File: config.mk
export PLATFORM = sky130hd
export DESIGN_NAME = spi_reg_slave
export DESIGN_NICKNAME = d
export VERILOG_FILES = /design/src/rtl/spi_reg_pkg.sv /design/src/rtl/spi_sync.sv /design/src/rtl/spi_xfer_ctrl.sv /design/src/rtl/spi_tx_shift.sv /design/src/rtl/spi_reg_slave.sv
export SDC_FILE = /design/constraint.sdc
export NUM_CORES = 1
export LEC_CHECK = 0
export CAP_MARGIN = 20
export CELL_PAD_IN_SITES_DETAIL_PLACEMENT = 0
export CELL_PAD_IN_SITES_GLOBAL_PLACEMENT = 2
export CORE_MARGIN = 2
export CORE_UTILIZATION = 34
export CTS_CLUSTER_SIZE = 25
export DETAILED_ROUTE_END_ITERATION = 16
export PLACE_DENSITY = 0.77
export SYNTH_ARGS = -nofsm -noshare
export SYNTH_HDL_FRONTEND = slang
export SYNTH_SLANG_ARGS = --single-unit
File: constraint.sdc
create_clock -name clk_i -period 2.55 [get_ports clk_i]
set_clock_uncertainty 0.1 [all_clocks]
set_input_delay 0.255 -clock clk_i [delete_from_list [all_inputs] [get_ports clk_i]]
set_output_delay 0.255 -clock clk_i [all_outputs]
set_load 0.02 [all_outputs]
File: src/rtl/spi_reg_pkg.sv
package spi_reg_pkg;
  typedef enum logic {PH_CMD, PH_DATA} phase_e;
endpackage

File: src/rtl/spi_sync.sv
module spi_sync #(
  parameter int W = 1,
  parameter int STAGES = 2,
  parameter logic [W-1:0] RST_VAL = '0
) (
  input  logic         clk_i,
  input  logic         rst_ni,
  input  logic [W-1:0] d_i,
  output logic [W-1:0] q_o
);
  logic [STAGES-1:0][W-1:0] stg;

  always_ff @(posedge clk_i or negedge rst_ni) begin
    if (!rst_ni) begin
      stg <= {STAGES{RST_VAL}};
    end else begin
      for (int k = STAGES - 1; k > 0; k--) stg[k] <= stg[k-1];
      stg[0] <= d_i;
    end
  end

  assign q_o = stg[STAGES-1];
endmodule

File: src/rtl/spi_xfer_ctrl.sv
module spi_xfer_ctrl import spi_reg_pkg::*; #(
  parameter int DATA_W = 8,
  localparam int ADDR_W = DATA_W - 2,
  localparam int CNT_W = $clog2(DATA_W)
) (
  input  logic              clk_i,
  input  logic              rst_ni,
  input  logic              cs_act_i,
  input  logic              rise_i,
  input  logic              sdi_i,
  output logic [ADDR_W-1:0] addr_o,
  output logic [DATA_W-1:0] wdata_o,
  output logic              we_o,
  output logic              rd_o,
  output logic              in_data_o,
  output logic              bit_zero_o
);
  phase_e            phase_q;
  logic [CNT_W-1:0]  bit_cnt_q;
  logic [DATA_W-2:0] shift_q;
  logic              inc_q, adv_q;
  logic              last_bit;

  assign last_bit = (bit_cnt_q == CNT_W'(DATA_W - 1));

  always_ff @(posedge clk_i or negedge rst_ni) begin
    if (!rst_ni) begin
      phase_q   <= PH_CMD;
      bit_cnt_q <= '0;
      shift_q   <= '0;
      inc_q     <= 1'b0;
      adv_q     <= 1'b0;
      rd_o      <= 1'b0;
      addr_o    <= '0;
      wdata_o   <= '0;
      we_o      <= 1'b0;
    end else if (!cs_act_i) begin
      // frame aborted or idle: realign to a fresh command byte
      phase_q   <= PH_CMD;
      bit_cnt_q <= '0;
      adv_q     <= 1'b0;
      we_o      <= 1'b0;
    end else begin
      we_o  <= 1'b0;
      adv_q <= 1'b0;
      // address steps one cycle after the byte so the strobe sees the old address
      if (adv_q) addr_o <= addr_o + 1'b1;
      if (rise_i) begin
        shift_q   <= {shift_q[DATA_W-3:0], sdi_i};
        bit_cnt_q <= last_bit ? '0 : bit_cnt_q + 1'b1;
        if (last_bit) begin
          if (phase_q == PH_CMD) begin
            rd_o    <= shift_q[DATA_W-2];
            inc_q   <= shift_q[DATA_W-3];
            addr_o  <= {shift_q[ADDR_W-2:0], sdi_i};
            phase_q <= PH_DATA;
          end else begin
            if (!rd_o) begin
              we_o    <= 1'b1;
              wdata_o <= {shift_q, sdi_i};
            end
            adv_q <= inc_q;
          end
        end
      end
    end
  end

  assign in_data_o  = (phase_q == PH_DATA);
  assign bit_zero_o = (bit_cnt_q == '0);
endmodule

File: src/rtl/spi_tx_shift.sv
module spi_tx_shift #(
  parameter int DATA_W = 8
) (
  input  logic              clk_i,
  input  logic              rst_ni,
  input  logic              cs_act_i,
  input  logic              fall_i,
  input  logic              load_i,
  input  logic [DATA_W-1:0] rdata_i,
  output logic              sdo_o
);
  logic [DATA_W-1:0] tx_q;

  always_ff @(posedge clk_i or negedge rst_ni) begin
    if (!rst_ni)        tx_q <= '0;
    else if (!cs_act_i) tx_q <= '0;
    else if (fall_i)    tx_q <= load_i ? rdata_i : {tx_q[DATA_W-2:0], 1'b0};
  end

  assign sdo_o = tx_q[DATA_W-1];
endmodule

File: src/rtl/spi_reg_slave.sv
module spi_reg_slave import spi_reg_pkg::*; #(
  parameter int DATA_W = 8,
  parameter int SYNC_STAGES = 2,
  localparam int ADDR_W = DATA_W - 2
) (
  input  logic              clk_i,
  input  logic              rst_ni,
  input  logic              three_wire_i,
  input  logic              csn_i,
  input  logic              sclk_i,
  input  logic              sdi_i,
  output logic              sdo_o,
  output logic              sdo_oe_o,
  output logic [ADDR_W-1:0] reg_addr_o,
  output logic [DATA_W-1:0] reg_wdata_o,
  output logic              reg_we_o,
  input  logic [DATA_W-1:0] reg_rdata_i
);
  logic csn_s, sclk_s, sdi_s, sclk_q;
  logic cs_act, sclk_rise, sclk_fall;
  logic rd_mode, in_data, bit_zero;

  spi_sync #(.W(3), .STAGES(SYNC_STAGES), .RST_VAL(3'b110)) u_sync (
    .clk_i (clk_i),
    .rst_ni(rst_ni),
    .d_i   ({csn_i, sclk_i, sdi_i}),
    .q_o   ({csn_s, sclk_s, sdi_s})
  );

  always_ff @(posedge clk_i or negedge rst_ni) begin
    if (!rst_ni) sclk_q <= 1'b1;
    else         sclk_q <= sclk_s;
  end

  assign cs_act    = ~csn_s;
  assign sclk_rise = cs_act & sclk_s & ~sclk_q;
  assign sclk_fall = cs_act & ~sclk_s & sclk_q;

  spi_xfer_ctrl #(.DATA_W(DATA_W)) u_ctrl (
    .clk_i     (clk_i),
    .rst_ni    (rst_ni),
    .cs_act_i  (cs_act),
    .rise_i    (sclk_rise),
    .sdi_i     (sdi_s),
    .addr_o    (reg_addr_o),
    .wdata_o   (reg_wdata_o),
    .we_o      (reg_we_o),
    .rd_o      (rd_mode),
    .in_data_o (in_data),
    .bit_zero_o(bit_zero)
  );

  spi_tx_shift #(.DATA_W(DATA_W)) u_tx (
    .clk_i   (clk_i),
    .rst_ni  (rst_ni),
    .cs_act_i(cs_act),
    .fall_i  (sclk_fall),
    .load_i  (in_data & rd_mode & bit_zero),
    .rdata_i (reg_rdata_i),
    .sdo_o   (sdo_o)
  );

  assign sdo_oe_o = cs_act & (three_wire_i ? (in_data & rd_mode) : 1'b1);
endmodule

==> impl_metrics.env <==
export IMPL_reg2regPathDepth=3
export IMPL_nNetsFinal=215
export IMPL_async_flop_share_pct=100
export IMPL_slew_headroom_pct=36.4
export IMPL_synth_area_leaders="dfrtp_1, dfstp_2, mux2_2, nand2_1, mux2i_1"
export IMPL_cts_setup_buffers=0
export IMPL_cts_buffers=5
export IMPL_synth_seq_cells=44
export IMPL_grt_usage_pct=14.4
export IMPL_yosysMostFrequentCell="dfrtp_1"
export IMPL_fmax_ghz=0.494
export IMPL_antenna_found_initial=0
export IMPL_cp_required_ps=2630
export IMPL_viasPerCell=5.08
export IMPL_layout_setup_ws_ps=526
export IMPL_r2r_end="u_ctrl.wdata_o[7]"
export IMPL_slew_viol_final=0
export IMPL_clk_pin_slew_worst_paths_ps=80
export IMPL_antenna_left=0
export IMPL_row_count=27
export IMPL_cts_root_buf="clkbuf_8"
export IMPL_hold_buffers=0
export IMPL_synthDistinctLibCells=37
export IMPL_yosysTopAreaCellShare_pct=50.6
export IMPL_wire_per_inst_um=14.9
export IMPL_synth_area_um2=1930
export IMPL_die_h_um=79.3
export IMPL_die_w_um=79.3
export IMPL_leakagePower_uw=0.00108
export IMPL_ctsResizeCount=0
export IMPL_worst_setup_path_start_kind="register"
export IMPL_ir_drop_uv=359
export IMPL_synth_common_cells="dfrtp_1, nand2_1, mux2_2"
export IMPL_drc=0
export IMPL_io_buffers=30
export IMPL_grt_pass1_vias=1400
export IMPL_netlist_instances=165
export IMPL_p_per_area_nw_per_um2=549
export IMPL_reg2reg_slack_ps=530
export IMPL_hold_class="primary input to async pin"
export IMPL_num_vias=1371
export IMPL_whs_ps=10.2
export IMPL_grt_max_degree=45
export IMPL_layout_min_cycle_time_ps=2020
export IMPL_crit_type="register to register"
export IMPL_fillCellCount=508
export IMPL_synth_ff_type="dfrtp_1"
export IMPL_clk_latency_ps=300
export IMPL_cp_arrival_ps=2100
export IMPL_dp_slack_ps=528
export IMPL_initial_utilization_pct=35.0
export IMPL_drtPass1Iterations=4
export IMPL_yosysSeqAreaShare_pct=57.4
export IMPL_timing_final_crit_share_pct=79.4
export IMPL_drive_gt1_share_pct=15.7
export IMPL_cts_sinks=44
export IMPL_dp_hpwl_mm=2.81
export IMPL_yosys_warnings=0
export IMPL_syn_avg_cell_area_um2=11.7
export IMPL_rsz0062_at_grt="false"
export IMPL_globalRouteOverflowTotal=0
export IMPL_diodes=0
export IMPL_first_iter_violations=66
export IMPL_gp_congestion=0.739
export IMPL_cts_max_level=2
export IMPL_clockBufferDepth=2
export IMPL_synth_edf_count=0
export IMPL_cts_tree="done"
export IMPL_cp_max_fo=9
export IMPL_syn_num_nets=183
export IMPL_syn2layout_area_growth_pct=24.1
export IMPL_worstReg2RegStart="u_sync.q_o[1]"
export IMPL_core_um2=5510
export IMPL_fin_tns_setup_ps=0
export IMPL_worstSetupEndpointType="register"
export IMPL_finalHoldViolCount=0
export IMPL_synth_top_cell_by_area="dfrtp_1"
export IMPL_io_pins=31
export IMPL_tightest_slew_ps=954
export IMPL_dieArea_um2=6290
export IMPL_outcome="finished clean"
export IMPL_maxCapViolCount=0
export IMPL_grt_pass1_wl_mm=6.87
export IMPL_wl_mm=4.03
export IMPL_finalSetupViolCount=0
==> final cells by class <==
class | count | area [um2] | share of cell area (%)
Clock inverter | 2 | 10.0 | 0.418
Sequential cell | 44 | 1110 | 46.3
Clock buffer | 6 | 82.6 | 3.45
Tap cell | 72 | 90.1 | 3.77
Inverter | 7 | 26.3 | 1.10
Multi-Input combinational cell | 105 | 751 | 31.4
Timing Repair Buffer | 34 | 325 | 13.6
==> state kept, by name (all words and copies together) (netlist names) <==
name	count
u_tx.tx_q	8
u_ctrl.wdata_o	8
u_ctrl.shift_q	7
u_ctrl.addr_o	6
sclk_q	1
u_ctrl.bit_cnt_q	3
u_ctrl.we_o	1
u_sync.stg	3
u_ctrl.in_data_o	1
u_ctrl.adv_q	1
u_ctrl.inc_q	1
u_ctrl.rd_o	1
u_sync.q_o	3
==> placed cells by master (no fill, tap or decap), types with 2 or more instances in the layout <==
cell type	netlist	routed
nand4_1	2	2
nand3b_1	2	2
nand2b_1	2	2
nor3_1	4	4
dfstp_2	5	5
clkinv_2	0	2
ha_1	4	4
nor2_1	4	4
clkdlybuf4s50_1	0	29
a2111oi_0	2	2
inv_1	7	7
or3_1	2	2
o31ai_1	2	2
o2bb2ai_1	7	7
nor2b_1	2	2
mux2i_1	7	7
clkbuf_8	0	6
nand2_1	26	26
nand3_1	2	2
dfrtp_1	39	39
o21ai_0	3	3
a211oi_1	6	6
buf_4	0	4
mux2_2	10	10
a21oi_1	4	4
==> through the flow <==
stage | power [uW] | utilization [%] | cells | cell area, um2
final | 1310 | 43.4 | 270 | 2390
after global routing | 1390 | 43.4 | 270 | 2390
after CTS | 1340 | 43.4 | 270 | 2390
after detailed placement | 884 | 41.8 | 262 | 2300
after global placement | 879 | 41.8 | 262 | 2300
after floorplan | 821 | - | 165 | 1930
==> worst max-delay path, cell delays in order (launching register included) <==
cell and delay [ps]:
dfstp_2 570, or3b_1 410, nor3_4 430, mux2_2 390
==> power breakdown <==
part | switching (uW) | internal, uW
clock | 229 | 216
sequential | 39.0 | 735
combinational | 51.0 | 44.6
==> cell families after synthesis <==
kind of cell,Yosys count,synth area share [%]
AOI/OAI and AO/OA,29,11.4
adders and majority gates,4,2.60
buffers and inverters,16,3.89
DFF,44,57.4
muxes,17,9.47
and+or+nand+nor,55,15.2
==> routing by layer <==
layer  vias to the layer above  GRT usage [%]  wire length [um]
met1                       685           19.8              1900
met3                         6           3.41               162
li1                        650              -                 -
met2                        30           21.7              1880
met5                         -              0                 0
met4                         0           6.21                80
==> worst max path at each step <==
stage / from / endpoint / slack, ps
after floorplan: u_sync.q_o[1] / u_ctrl.wdata_o[0] / 610
after global placement: u_sync.q_o[1] / u_ctrl.wdata_o[7] / 570
after detailed placement: u_sync.q_o[1] / u_ctrl.wdata_o[4] / 530
after CTS: u_sync.q_o[2] / sdo_oe_o / 510
after global routing: u_ctrl.bit_cnt_q[0] / u_ctrl.addr_o[4] / 420
final: u_sync.q_o[1] / u_ctrl.wdata_o[7] / 530
Power figures use the tool's default switching activity.
